<file path="src/rtl/tri_src_alu_pkg.sv">
package tri_src_alu_pkg;

  localparam int OPW = 4;

  typedef enum logic [OPW-1:0] {
    OP_ADD_B = 4'd0,
    OP_ADD_M = 4'd1,
    OP_SUB_B = 4'd2,
    OP_SUB_M = 4'd3,
    OP_INV_A = 4'd4,
    OP_INV_B = 4'd5,
    OP_INV_M = 4'd6,
    OP_AND_B = 4'd7,
    OP_AND_M = 4'd8,
    OP_OR_B  = 4'd9,
    OP_OR_M  = 4'd10,
    OP_XOR_B = 4'd11,
    OP_XOR_M = 4'd12,
    OP_RSV0  = 4'd13,
    OP_RSV1  = 4'd14,
    OP_RSV2  = 4'd15
  } opcode_e;

  typedef enum logic [1:0] {
    U_ZERO  = 2'd0,
    U_ARITH = 2'd1,
    U_LOGIC = 2'd2
  } unit_e;

  typedef enum logic [1:0] {
    SRC_A = 2'd0,
    SRC_B = 2'd1,
    SRC_M = 2'd2
  } src_e;

  typedef enum logic [1:0] {
    K_AND = 2'd0,
    K_OR  = 2'd1,
    K_XOR = 2'd2,
    K_INV = 2'd3
  } lkind_e;

  typedef struct packed {
    unit_e  unit;
    logic   sub;
    logic   use_m;
    src_e   inv_src;
    lkind_e kind;
  } ctl_t;

endpackage

</file>
<file path="src/rtl/tsa_decode.sv">
module tsa_decode
  import tri_src_alu_pkg::*;
(
  input  logic [OPW-1:0] op,
  output ctl_t           ctl
);

  always_comb begin
    ctl = '{unit: U_ZERO, sub: 1'b0, use_m: 1'b0, inv_src: SRC_A, kind: K_AND};
    case (opcode_e'(op))
      OP_ADD_B: begin ctl.unit = U_ARITH; end
      OP_ADD_M: begin ctl.unit = U_ARITH; ctl.use_m = 1'b1; end
      OP_SUB_B: begin ctl.unit = U_ARITH; ctl.sub = 1'b1; end
      OP_SUB_M: begin ctl.unit = U_ARITH; ctl.sub = 1'b1; ctl.use_m = 1'b1; end
      OP_INV_A: begin ctl.unit = U_LOGIC; ctl.kind = K_INV; ctl.inv_src = SRC_A; end
      OP_INV_B: begin ctl.unit = U_LOGIC; ctl.kind = K_INV; ctl.inv_src = SRC_B; end
      OP_INV_M: begin ctl.unit = U_LOGIC; ctl.kind = K_INV; ctl.inv_src = SRC_M; end
      OP_AND_B: begin ctl.unit = U_LOGIC; ctl.kind = K_AND; end
      OP_AND_M: begin ctl.unit = U_LOGIC; ctl.kind = K_AND; ctl.use_m = 1'b1; end
      OP_OR_B:  begin ctl.unit = U_LOGIC; ctl.kind = K_OR; end
      OP_OR_M:  begin ctl.unit = U_LOGIC; ctl.kind = K_OR; ctl.use_m = 1'b1; end
      OP_XOR_B: begin ctl.unit = U_LOGIC; ctl.kind = K_XOR; end
      OP_XOR_M: begin ctl.unit = U_LOGIC; ctl.kind = K_XOR; ctl.use_m = 1'b1; end
      default:  begin ctl.unit = U_ZERO; end
    endcase
  end

  // The unit chosen must agree with the code range.
  always_comb begin
    if (op >= 4'd13) begin
      AST_RSV_DECODE_ZERO: assert (ctl.unit == U_ZERO)
        else $error("reserved code decoded to a live unit");
    end
    if (op <= 4'd3) begin
      AST_ARITH_RANGE: assert (ctl.unit == U_ARITH && ctl.sub == op[1] && ctl.use_m == op[0])
        else $error("arith code decoded wrongly");
    end
  end

endmodule

</file>
<file path="src/rtl/tsa_addsub.sv">
module tsa_addsub #(
  parameter int W = 4
) (
  input  logic [W-1:0] x,
  input  logic [W-1:0] y,
  input  logic         sub,
  output logic [W-1:0] s
);

  logic [W-1:0] y_eff;
  logic [W-1:0] c;

  assign y_eff = y ^ {W{sub}};
  assign c[0]  = sub;

  for (genvar i = 0; i < W; i++) begin : g_bit
    assign s[i] = x[i] ^ y_eff[i] ^ c[i];
    if (i < W - 1) begin : g_carry
      assign c[i+1] = (x[i] & y_eff[i]) | (x[i] & c[i]) | (y_eff[i] & c[i]);
    end
  end

  // Inverse relations, computed independently of the ripple chain.
  logic [W-1:0] back_add;
  logic [W-1:0] back_sub;
  assign back_add = s + y;
  assign back_sub = s - y;

  always_comb begin
    if (sub) begin
      AST_SUB_INVERSE: assert (back_add == x)
        else $error("difference plus subtrahend differs from minuend");
    end else begin
      AST_ADD_INVERSE: assert (back_sub == x)
        else $error("sum minus addend differs from operand");
    end
  end

endmodule

</file>
<file path="src/rtl/tsa_logic.sv">
module tsa_logic
  import tri_src_alu_pkg::*;
#(
  parameter int W = 4
) (
  input  logic [W-1:0] p,
  input  logic [W-1:0] q,
  input  lkind_e       kind,
  output logic [W-1:0] o
);

  for (genvar i = 0; i < W; i++) begin : g_bit
    always_comb begin
      case (kind)
        K_AND:   o[i] = p[i] & q[i];
        K_OR:    o[i] = p[i] | q[i];
        K_XOR:   o[i] = p[i] ^ q[i];
        default: o[i] = ~p[i];
      endcase
    end
  end

  always_comb begin
    case (kind)
      K_AND: begin
        AST_AND_SUBSET: assert ((o & ~p) == '0 && (o & ~q) == '0 && (o | ~(p & q)) == '1)
          else $error("AND result not the common bits");
      end
      K_OR: begin
        AST_OR_COVER: assert ((o & p) == p && (o & q) == q && (o & ~(p | q)) == '0)
          else $error("OR result does not cover operands");
      end
      K_XOR: begin
        AST_XOR_UNDO: assert ((o ^ q) == p)
          else $error("XOR result does not undo");
      end
      default: begin
        AST_INV_DISJOINT: assert ((o ^ p) == '1)
          else $error("inversion leaves a bit unchanged");
      end
    endcase
  end

endmodule

</file>
<file path="src/rtl/tri_src_alu.sv">
module tri_src_alu
  import tri_src_alu_pkg::*;
#(
  parameter int W = 4
) (
  input  logic [W-1:0]   a,
  input  logic [W-1:0]   b,
  input  logic [W-1:0]   m,
  input  logic [OPW-1:0] op,
  output logic [W-1:0]   r
);

  ctl_t         ctl;
  logic [W-1:0] second;
  logic [W-1:0] lp;
  logic [W-1:0] arith_out;
  logic [W-1:0] logic_out;

  tsa_decode u_dec (
    .op  (op),
    .ctl (ctl)
  );

  assign second = ctl.use_m ? m : b;

  always_comb begin
    case (ctl.inv_src)
      SRC_B:   lp = (ctl.kind == K_INV) ? b : a;
      SRC_M:   lp = (ctl.kind == K_INV) ? m : a;
      default: lp = a;
    endcase
  end

  tsa_addsub #(.W(W)) u_arith (
    .x   (a),
    .y   (second),
    .sub (ctl.sub),
    .s   (arith_out)
  );

  tsa_logic #(.W(W)) u_logic (
    .p    (lp),
    .q    (second),
    .kind (ctl.kind),
    .o    (logic_out)
  );

  always_comb begin
    case (ctl.unit)
      U_ARITH: r = arith_out;
      U_LOGIC: r = logic_out;
      default: r = '0;
    endcase
  end

  always_comb begin
    if (op >= 4'd13) begin
      AST_RSV_RESULT_ZERO: assert (r == '0)
        else $error("reserved code gave nonzero result");
    end
    if (op == 4'd4 || op == 4'd5 || op == 4'd6) begin
      AST_INV_PICKS_SOURCE: assert ((r ^ (op == 4'd4 ? a : (op == 4'd5 ? b : m))) == '1)
        else $error("inversion used wrong operand");
    end
  end

endmodule

</file>
<file path="config.mk">
export PLATFORM = sky130hd
export DESIGN_NAME = tri_src_alu
export DESIGN_NICKNAME = d
export VERILOG_FILES = /design/src/rtl/tri_src_alu_pkg.sv /design/src/rtl/tsa_decode.sv /design/src/rtl/tsa_addsub.sv /design/src/rtl/tsa_logic.sv /design/src/rtl/tri_src_alu.sv
export SDC_FILE = /design/constraint.sdc
export NUM_CORES = 1
export LEC_CHECK = 0
export ABC_AREA = 1
export CAP_MARGIN = 5
export CORE_MARGIN = 4
export CORE_UTILIZATION = 48
export DETAILED_ROUTE_END_ITERATION = 8
export PLACE_DENSITY = 0.86
export SETUP_SLACK_MARGIN = 0.3
export SLEW_MARGIN = 20
export SYNTH_ARGS = -nofsm -noshare
export SYNTH_HDL_FRONTEND = slang
export SYNTH_SLANG_ARGS = --single-unit
export TNS_END_PERCENT = 5
</file>
<file path="constraint.sdc">
create_clock -name vclk -period 4.9
set_input_delay 1.47 -clock vclk [all_inputs]
set_output_delay 1.47 -clock vclk [all_outputs]
set_load 0.03 [all_outputs]
</file>
== Word-level counts from Yosys, hierarchy flattened ==
Cells that the tools add are included.
Widths: inputs -> output; s select.

* RAM bits: 0
* Output and inout port bits: 4
* Word-level logic and storage cells: 82
* Latch bits: 0
* Register bits: 0
* Memories: 0
* Bits of input ports: 16
* Memory bits (read-only): 0

* Shift-type cells: 0
* Mux-type cells: 14
* Equality and inequality tests: 19
* Reductions and logical operators: 9
* Div/mod/pow operators: 0
* Bitwise logic cells: 40
* $mul: 0
* Magnitude comparators: 0
* $add $sub $neg: 0

{| class="wikitable"
|+ Operators by type and width
! cell !! count
|-
| $eq 4x4->1 const B || 5
|-
| $eq 4x3->1 const B || 4
|-
| $pmux 4 s2 || 2
|-
| $and 1x1->1 || 13
|-
| $mux 4 || 3
|-
| $pmux 1 s3 || 4
|-
| $xor 1x1->1 || 12
|-
| $or 1x1->1 || 10
|-
| $reduce_or 9->1 || 1
|-
| $eq 2x2->1 const B || 4
|-
| $eq 4x2->1 const B || 2
|-
| $pmux 2 s2 || 2
|-
| $eq 2x1->1 const B || 3
|-
| $pmux 2 s3 || 1
|-
| $reduce_or 2->1 || 3
|-
| $reduce_or 5->1 || 1
|-
| $eq 4x1->1 const B || 1
|-
| $logic_not 4->1 || 1
|-
| $not 1->1 || 4
|-
| $reduce_or 4->1 || 1
|-
| $xor 4x4->4 || 1
|-
| $reduce_or 3->1 || 1
|-
| $logic_not 2->1 || 1
|-
| $mux 1 || 2
|}

== Depth between registers and ports, before layout ==
Gate-level depths: netlist (run 1).

* Depth after elaboration: 16
* Mapped depth: 19
* Mapped depth without buffers: 19

== Cells and area by module ==
From an unflattened synthesis (run 1), not the netlist that was laid out.

* Cell total of the unflattened synthesis: 159
* Area total of the unflattened synthesis: 873.3 um2

{| class="wikitable"
|+ Modules (own cells, without submodules)
! module !! area an instance (um2) !! instances !! sequential area each (um2) !! cells each
|-
| tri_src_alu || 290.3 || 1 || 0.0 || 61
|-
| tsa_logic || 290.3 || 1 || 0.0 || 41
|-
| tsa_decode || 153.9 || 1 || 0.0 || 33
|-
| tsa_addsub || 138.9 || 1 || 0.0 || 24
|}

== Worst setup path after synthesis (run 1) ==
Ideal clock, no wire load.

* Path kind: input -> output
* Start point: input port op[2]
* End point: output port r[3]
* Cell stages on the path: 18
* Slack: -0.373 ns
* Arrival: 3.803 ns
* Required time: 3.430 ns
* Path buffers: 0
* Cell sequence: nor2_2 > nand2_2 > nand3_4 > nand2_1 > nand2_2 > inv_2 > nand2_1 > nand2_1 > inv_1 > fa_1 > inv_1 > fa_1 > xnor2_1 > xor2_1 > inv_1 > nand2_1 > nand3_1 > a21oi_1

* Word-level cells in the longest chain between the ends: 16
* Elaborated cells between the ends (all ways): 61
* Those cells by class: eq/ne (19); mux (11); bitwise (22); reduce/logical (9)

{| class="wikitable"
|+ Ends and longest elaborated chain
! element !! line !! text
|-
| start: declaration || tri_src_alu.sv:9 || <nowiki>input logic [OPW-1:0] op,</nowiki>
|-
| $eq 4x1->1 (tied with other cells) || tsa_decode.sv:10 || <nowiki>case (opcode_e'(op))</nowiki>
|-
| $reduce_or 5->1 (no line) || - ||
|-
| $mux 1 || tsa_decode.sv:10 ||
|-
| $mux 4 || tri_src_alu.sv:24 || <nowiki>assign second = ctl.use_m ? m : b;</nowiki>
|-
| $xor 4x4->4 || tsa_addsub.sv:13 || <nowiki>assign y_eff = y ^ {W{sub}};</nowiki>
|-
| $and 1x1->1 || tsa_addsub.sv:19 || <nowiki>assign c[i+1] = (x[i] & y_eff[i]) | (x[i] & c[i]) | (y_eff[i] & c[i]);</nowiki>
|-
| $or 1x1->1 (2 in a row) || tsa_addsub.sv:19 ||
|-
| $and 1x1->1 || tsa_addsub.sv:19 ||
|-
| $or 1x1->1 (2 in a row) || tsa_addsub.sv:19 ||
|-
| $and 1x1->1 || tsa_addsub.sv:19 ||
|-
| $or 1x1->1 (2 in a row) || tsa_addsub.sv:19 ||
|-
| $xor 1x1->1 || tsa_addsub.sv:17 || <nowiki>assign s[i] = x[i] ^ y_eff[i] ^ c[i];</nowiki>
|-
| $pmux 4 s2 (*) || tri_src_alu.sv:49 || <nowiki>case (ctl.unit)</nowiki>
|-
| end: declaration || tri_src_alu.sv:10 || <nowiki>output logic [W-1:0] r</nowiki>
|}

Every way passes the cells marked *; elsewhere a longest branch is shown, timed or not.

== Worst setup path in the final report (run 1) ==
* Start point: input port op[0]
* End point: output port r[2]

* Word-level cells in the longest chain between the ends: 13
* Elaborated cells between the ends (all ways): 56
* Those cells by class: eq/ne (19); mux (11); bitwise (17); reduce/logical (9)

{| class="wikitable"
|+ Ends and longest elaborated chain
! element !! line
|-
| $eq 4x1->1 (tied with other cells) || tsa_decode.sv:10
|-
| $reduce_or 5->1 (no line) || -
|-
| $mux 1 || tsa_decode.sv:10
|-
| $mux 4 || tri_src_alu.sv:24
|-
| $xor 4x4->4 || tsa_addsub.sv:13
|-
| $and 1x1->1 || tsa_addsub.sv:19
|-
| $or 1x1->1 (2 in a row) || tsa_addsub.sv:19
|-
| $and 1x1->1 || tsa_addsub.sv:19
|-
| $or 1x1->1 (2 in a row) || tsa_addsub.sv:19
|-
| $xor 1x1->1 || tsa_addsub.sv:17
|-
| $pmux 4 s2 (*) || tri_src_alu.sv:49
|}

Marked as above.

==> results of run 1 <==
==> kinds of logic (layout without fill, tap and decap cells) <==
kind of cell | Yosys count | count (layout) | synth area share [%]
compound gates | 23 | 23 | 17.30
buf+inv | 37 | 95 | 16.84
simple gates | 71 | 71 | 40.06
fa+ha+maj | 13 | 13 | 21.55
xor+xnor | 4 | 4 | 4.250
==> final cells by class <==
type / count / area [sq um]
inverter: 37 / 138.9
multi-input combinational: 111 / 789.5
timing repair buffer: 58 / 484.2
fill: 60 / 126.4
tap: 16 / 20.02
==> placed cells by master (no fill, tap or decap), types with 2 or more instances in the layout <==
cell             count
clkdlybuf4s50_1     10
xnor2_2              2
nor2_2               2
fa_2                 2
o21ai_0              3
ha_1                10
nand3_2              2
nand3_1              6
buf_6                6
buf_4               38
nand2_1             38
a21oi_2              2
inv_1               28
inv_2                9
nand2_2              9
nor2_4               2
nand2_4              2
nor2_1               5
xor2_1               2
nand3_4              2
o21ai_4              2
a21oi_1              8
o21ai_2              4
==> cells in the mapped netlist (2+ instances only) <==
| cell type | number |
|---|---|
| nand2_2 | 6 |
| o21ai_0 | 4 |
| a21oi_1 | 11 |
| inv_2 | 2 |
| nand3_1 | 8 |
| xor2_1 | 2 |
| o21ai_2 | 6 |
| nor2_2 | 2 |
| inv_1 | 35 |
| fa_1 | 2 |
| ha_1 | 11 |
| nand2_1 | 43 |
| xnor2_1 | 2 |
| nor2_1 | 6 |
==> per-stage QoR <==
step	TNS (ns)	utilization, %	hold WS [ns]
6_report	-1.640	91.89	3.762
5_1_grt	-2.169	91.89	3.808
4_1_cts	-1.275	89.65	3.764
3_5_place_dp	-2.996	80.98	3.894
3_3_place_gp	-2.409	80.98	3.864
2_1_floorplan	-0.07128	-	3.248
==> timing repair <==
action / CTS / global route
pin swaps: 15 / 15
gates cloned: 0 / 0
hold buffers: 0 / 0
resized for setup: 44 / 8
endpoints found under the setup margin: 4 / 4
buffers inserted: 9 / 2
==> per-layer routing <==
layer | global-route usage (%) | part of all wire (%) | vias up
met1 | 30.60 | 37 | 611
met5 | 0 | 0 | -
met3 | 5.810 | 8.1 | 33
met2 | 56.47 | 49 | 90
met4 | 14.29 | 5.9 | 0
li1 | - | - | 571
==> worst max-delay path: cells and delay by family <==
family	cells	cell delay, ns
adders and majority gates	2	0.51
AOI/OAI and AO/OA	2	0.26
and+or+nand+nor	7	0.86
buffers and inverters	7	0.77
==> power groups by stage <==
stage                     logic [uW]  registers (uW)  clock network, uW
after global placement           127               0                  0
final                            172               0                  0
after floorplan                 76.4               0                  0
after CTS                        157               0                  0
after global routing             183               0                  0
after detailed placement         137               0                  0
==> how the worst min path moves through the flow <==
| stage | end | start | depth (start not counted) |
|---|---|---|---|
| 4_1_cts | r[3] | op[3] | 8 |
| 2_1_floorplan | r[3] | b[3] | 5 |
| 6_report | r[3] | op[2] | 7 |
| 3_3_place_gp | r[0] | a[0] | 7 |
| 3_5_place_dp | r[0] | a[0] | 7 |
| 5_1_grt | r[3] | op[2] | 7 |
==> metrics.md, run 1 <==
| Metric | Value |
|---|---|
| Dpl cell area | `1262 sq um` |
| Die ar. | `~2400 sq um` |
| Post-Layout Cell Count | `222` |
| Setup Viol. Count Final | `4` |
| Final nets | `237` |
| WL per Instance | `17.77 um` |
| Tcrit/Tclk final | `109.1%` |
| Post-Layout Inst Area | `1433 sq um` |
| Layout cells sized above 1 | `between 40% and 50%` |
| Vias in the first global route | `1290` |
| Unrepaired setup endpoints after global routing | `yes` |
| Dpl ws | `-0.9362 ns` |
| Final number of max-transition violations | `0` |
| Drt via density | `5.878` |
| Core area | `around 1600 sq um` |
| Power share of the clock group | `0%` |
| Worst setup SP type | `primary input` |
| Register area | `0 sq um` |
| Cells after Synth | `148` |
| Io pins | `20` |
| Dpl cells | `211` |
| Diodes inserted | `0` |
| Buffers on Ports | `20` |
| Worst-Margin Slew | `0.3198 ns` |
| Gate power share | `100.0%` |
| Grt ovf | `0` |
| Initial antenna violation count | `0` |
| Area leader, netlist | `nand2_1` |
| CP Launch Point | `op[0]` |
| Number of core rows | `14` |
| Sequential-to-total area share from yosys stat | `0%` |
| Type of the worst min-delay path | `in -> out` |
| Failing checks | `negative setup slack` |
| Crit path cell chain | `buf_2 > inv_2 > buf_4 > nor2_1 > nand2_1 > ha_1 > inv_2 > nand3_4 > inv_2 > nand2_1 > o21ai_4 > inv_1 > ha_1 > or2_1 > nand3_1 > nand2_1 > a21oi_2 > buf_6` |
| Synth top area share | `19.58%` |
| Synth warn | `0` |
| Tmin final | `5.344 ns` |
| Switching Fraction | `53.85%` |
| Worst VDD drop | `64.85 uV` |
| Final Hold Viols | `0` |
| Drt drc | `0` |
| Chip height | `49.45 um` |
| Placer Congestion | `around 0.84` |
| Routed vias | `1305` |
| Final-layout clock buffer total | `0` |
| Sequential Power Share | `0%` |
| Total power draw | `between 150 and 200 uW` |
| Worst path slowest cell | `ha_1` |
| Initial DRC count | `73` |
| Lkg Pwr | `0.0008139 uW` |
| TritonRoute pass-1 iters | `4` |
| Hpwl dp | `roughly 2600 um` |
| Routed WL | `3945 um` |
| Syn nets | `177` |
| Max cap viols | `0` |
| Synth area leaders | `nand2_1 20%, ha_1 17%, inv_1 16%, a21oi_1 6.7%, o21ai_2 6.4%` |
| Pin count of the biggest net entering global routing | `9` |
| Endpoint type of the worst setup path | `output pin` |
| Worst relative slew slack | `about 78%` |
| Crit path kind | `in -> out` |
| Synth cell types | `22` |
| Initial core utilization | `52.89%` |
| GR Util All Layers | `29.75%` |
| Internal Power | `about 80 uW` |
| PD cells | `around 120 nW/um^2` |
| Last element of the critical path | `r[2]` |
| First-pass GRT wire length | `5740 um` |
| Post-DRT Antenna Nets | `0` |
| PnR worst setup slack | `-0.4437 ns` |
| FFs & Latches | `0` |
| Area Overhead vs Synth | `73.75%` |
| Max Freq | `0.1871 GHz` |
| Worst-path maximum fanout | `4` |
| Worst path arrival time | `3.87 ns` |
| Status | `finished with violations` |
| Delay of the slowest cell on the worst path | `0.31 ns` |
| Post-Syn Area | `824.5 sq um` |
| Switching Power | `92.49 uW` |
| Synthesized area per cell | `5.571 sq um` |
| Worst Path Required | `~3.4 ns` |
| Die X | `49.45 um` |
(Power assumes the default switching activity.)
==> run 2, diff against run 1 <==
SKIP_LAST_GASP = 1   (was default)
==> run 2 against run 1 <==
Net effect:
- synthesized area unchanged
- the run now fails in global routing
- synthesized cell count unchanged
==> metrics.md, run 2 <==
| Metric | Value |
|---|---|
| Dpl ws | `-0.9362 ns (unchanged)` |
| Hold buffers post-CTS | `0 (unchanged)` |
| Synth cell types | `22 (unchanged)` |
| WEP type | `output port` |
| Synth warn | `0 (unchanged)` |
| Cells after Synth | `148 (unchanged)` |
| Stop Error | `[ERROR DPL-0033] detailed placement checks failed during check placement.` |
| Failing step | `global routing` |
| Placer Congestion | `0.8389 (unchanged)` |
| Initial core utilization | `52.89% (unchanged)` |
| Hpwl dp | `2554 um (unchanged)` |
| Initial antenna violation count | `0` |
| Most frequent cells after synthesis | `43 x nand2_1, 35 x inv_1, 11 x a21oi_1, 11 x ha_1, 8 x nand3_1` |
| Io pins | `20 (unchanged)` |
| Die X | `49.45 um (unchanged)` |
| Status | `aborted with a tool error` |
| Syn nets | `177 (unchanged)` |
| Post-Syn Area | `824.5 sq um (unchanged)` |
| Buffers on Ports | `20 (unchanged)` |
| Worst_ep grt | `r[3]` |
| Dpl cells | `211 (unchanged)` |
| Sequential-to-total area share from yosys stat | `0% (unchanged)` |
| Chip height | `49.45 um (unchanged)` |
| Synth top area share | `19.58% (unchanged)` |
| Area leader, netlist | `nand2_1` |
| Number of core rows | `14 (unchanged)` |
| Pin count of the biggest net entering global routing | `9` |
| Top-count cell post-synth | `nand2_1` |
| Synth area leaders | `nand2_1 20%, ha_1 17%, inv_1 16%, a21oi_1 6.7%, o21ai_2 6.4%` |
| Synthesized area per cell | `5.571 sq um (unchanged)` |
## run 2: logic make-up after synthesis
logic type | Yosys count | share of synthesized area, %
and+or+nand+nor | 71 | 40.06
buffers and inverters | 37 | 16.84
AOI/OAI and AO/OA | 23 | 17.30
adders and majority gates | 13 | 21.55
xor gates and xnor gates | 4 | 4.250
## run 2: per-stage QoR
step / util (%) / setup TNS [ns] / instance area (sq um) / hold slack [ns]
after floorplan: - / -0.07128 / 849.6 / 3.248
after detailed placement: 80.98 / -2.996 / 1262 / 3.894
after global placement: 80.98 / -2.409 / 1262 / 3.864
after CTS: 89.00 / -1.340 / 1388 / 3.764
## run 2: timing repair
action,in CTS
endpoints found under the setup margin,4
pin swaps,15
gates resized for setup,41
setup buffers,9
==> run 3, diff against run 2 <==
CORE_AREA = 4 4 65 67   (was default)
CORE_MARGIN = default   (was 4)
CORE_UTILIZATION = default   (was 48)
DIE_AREA = 0 0 69 71   (was default)
PLACE_DENSITY = default   (was 0.86)
PLACE_DENSITY_LB_ADDON = 0.15   (was default)
SETUP_SLACK_MARGIN = default   (was 0.3)
clock period = 6.4 ns   (was 4.9 ns; I/O delays follow)
==> run 3 against run 2 <==
Net effect:
- the flow now finishes without violations
==> metrics.md, run 3 (synthesized netlist as in run 1, its figures left out) <==
| Metric | Value |
|---|---|
| Crit path cell chain | `clkdlybuf4s50_1 > inv_1 > o21ai_2 > xnor2_1 > fa_2 > inv_1 > fa_2 > xnor2_2 > xor2_1 > inv_1 > nand2_2 > nand3_2 > a21oi_2 > buf_6` |
| Pin count of the biggest net entering global routing | `10` |
| Die X | `69 um (+40%)` |
| CP delay by family, top | `buffers and inverters` |
| Vias in the first global route | `1020` |
| Worst path arrival time | `around 4.3 ns` |
| WL per Instance | `9.813 um` |
| Routed WL | `about 2400 um` |
| Max Freq | `0.1608 GHz` |
| Filler cells | `447` |
| Area Overhead vs Synth | `56.45%` |
| Delay of the slowest cell on the worst path | `~0.45 ns` |
| Fin Setup TNS | `0 ns` |
| Final nets | `223` |
| Drt via density | `4.142` |
| WHS Endpoint | `r[3]` |
| Worst setup SP type | `primary input` |
| Buffers on Ports | `20 (unchanged)` |
| TritonRoute pass-1 iters | `4` |
| Most frequent CP cell | `inv_1` |
| Most frequent cells in the layout | `39 x nand2_1, 33 x inv_1, 28 x buf_4, 11 x ha_1, 11 x clkdlybuf4s50_1` |
| Die ar. | `4899 sq um` |
| Grt ovf | `0` |
| Layout cells sized above 1 | `32.81%` |
| Post-DRT Antenna Nets | `0` |
| Diodes inserted | `0` |
| Io pins | `20 (unchanged)` |
| Max cap viols | `0` |
| Lkg Pwr | `approximately 0.00073 uW` |
| Setup Viol. Count Final | `0` |
| Initial core utilization | `22.69% (-30 points)` |
| Unrepaired setup endpoints after global routing | `no` |
| Hpwl dp | `2152 um (-16%)` |
| Drt drc | `0` |
| Hold-critical path depth | `7` |
| Post-Layout Inst Area | `1290 sq um` |
| Crit path kind | `in -> out` |
| Core area | `3633 sq um` |
| Tcrit/Tclk final | `97.15%` |
| Worst path slowest cell | `clkdlybuf4s50_1` |
| Final-layout clock buffer total | `0` |
| Placer Congestion | `0.8467 (+0.93%)` |
| Status | `completed` |
| Number of core rows | `22 (+8)` |
| Worst VDD drop | `23.13 uV` |
| Routed vias | `994` |
| FFs & Latches | `0` |
| Endpoint type of the worst setup path | `output pin` |
| GR Util All Layers | `9.703%` |
| Initial DRC count | `22` |
| Most common cell after layout, fill and taps aside | `nand2_1` |
| Hold buffers post-CTS | `0 (unchanged)` |
| Final Hold Viols | `0` |
| Worst relative slew slack | `81.96%` |
| Worst-path maximum fanout | `2` |
| Worst-Margin Slew | `0.2685 ns` |
| Bufs and invs on worst path | `5` |
| Dpl cell area | `1240 sq um (-1.8%)` |
| Register area | `0 sq um` |
| First-pass GRT wire length | `between 4000 and 5000 um` |
| PD cells | `79.25 nW/um^2` |
| Final number of max-transition violations | `0` |
| Chip height | `71 um (+44%)` |
| Tmin final | `6.218 ns` |
| Initial antenna violation count | `0` |
| Min-delay src | `op[3]` |
| Worst Path Required | `approximately 4.5 ns` |
| Type of the worst min-delay path | `in -> out` |
-- run 3: how the worst max path moves through the flow --
| stage | from | endpoint | slack, ns | cells after the start |
|---|---|---|---|---|
| 6_report | b[1] | r[3] | 0.18 | 14 |
| 5_1_grt | b[1] | r[3] | 0.003 | 14 |
| 4_1_cts | op[1] | r[3] | -0.02 | 20 |
| 3_5_place_dp | op[3] | r[3] | -0.28 | 21 |
| 3_3_place_gp | op[3] | r[3] | -0.24 | 21 |
| 2_1_floorplan | op[2] | r[3] | 0.23 | 18 |
-- run 3: tightest hold or removal path: cells and delay by family --
family | cells | cell delay (ns)
buffers and inverters | 4 | 0.43
adder cells (fa/ha/maj) | 1 | 0.22
AND/OR/NAND/NOR | 1 | 0.05
AO/OA/AOI/OAI | 1 | 0.05
-- run 3: layer usage --
metal | GRT usage (%) | vias up | part of all wire (%)
met5 | 0 | - | 0
met4 | 1.085 | 0 | 0.55
met3 | 0.9943 | 2 | 2.1
met2 | 17.90 | 15 | 48
met1 | 12.49 | 435 | 49
li1 | - | 542 | -
-- run 3: cell type report --
class / count / area, sq um / area share [%]
inverter: 37 / 138.9 / 10.77
multi-input combinational: 111 / 724.4 / 56.16
tap: 48 / 60.06 / 4.656
timing repair buffer: 44 / 366.6 / 28.42
-- run 3: through the flow --
step / instances / total power, uW / hold WS [ns] / utilization [%] / setup slack [ns]
floorplan: 148 / 55.52 / 4.161 / - / 0.2271
global placement: 238 / 95.54 / 4.721 / 34.13 / -0.2414
detailed placement: 238 / 97.12 / 4.702 / 34.13 / -0.2809
CTS: 240 / 100.8 / 4.706 / 35.12 / -0.02389
global route: 240 / 115.9 / 4.666 / 35.50 / 0.003325
finish: 240 / 102.2 / 4.594 / 35.50 / 0.1822
-- run 3: power by group --
group          switching (uW)  internal [uW]  total, uW  leakage [uW]
logic                    54.1           48.1        102      0.000730
clock network               0              0          0             0
registers                   0              0          0             0
-- run 3: timing repair --
action,4_1_cts,5_1_grt
setup endpoints to repair,4,4
buffers inserted,2,0
pin swaps,5,9
gates resized for setup,10,17
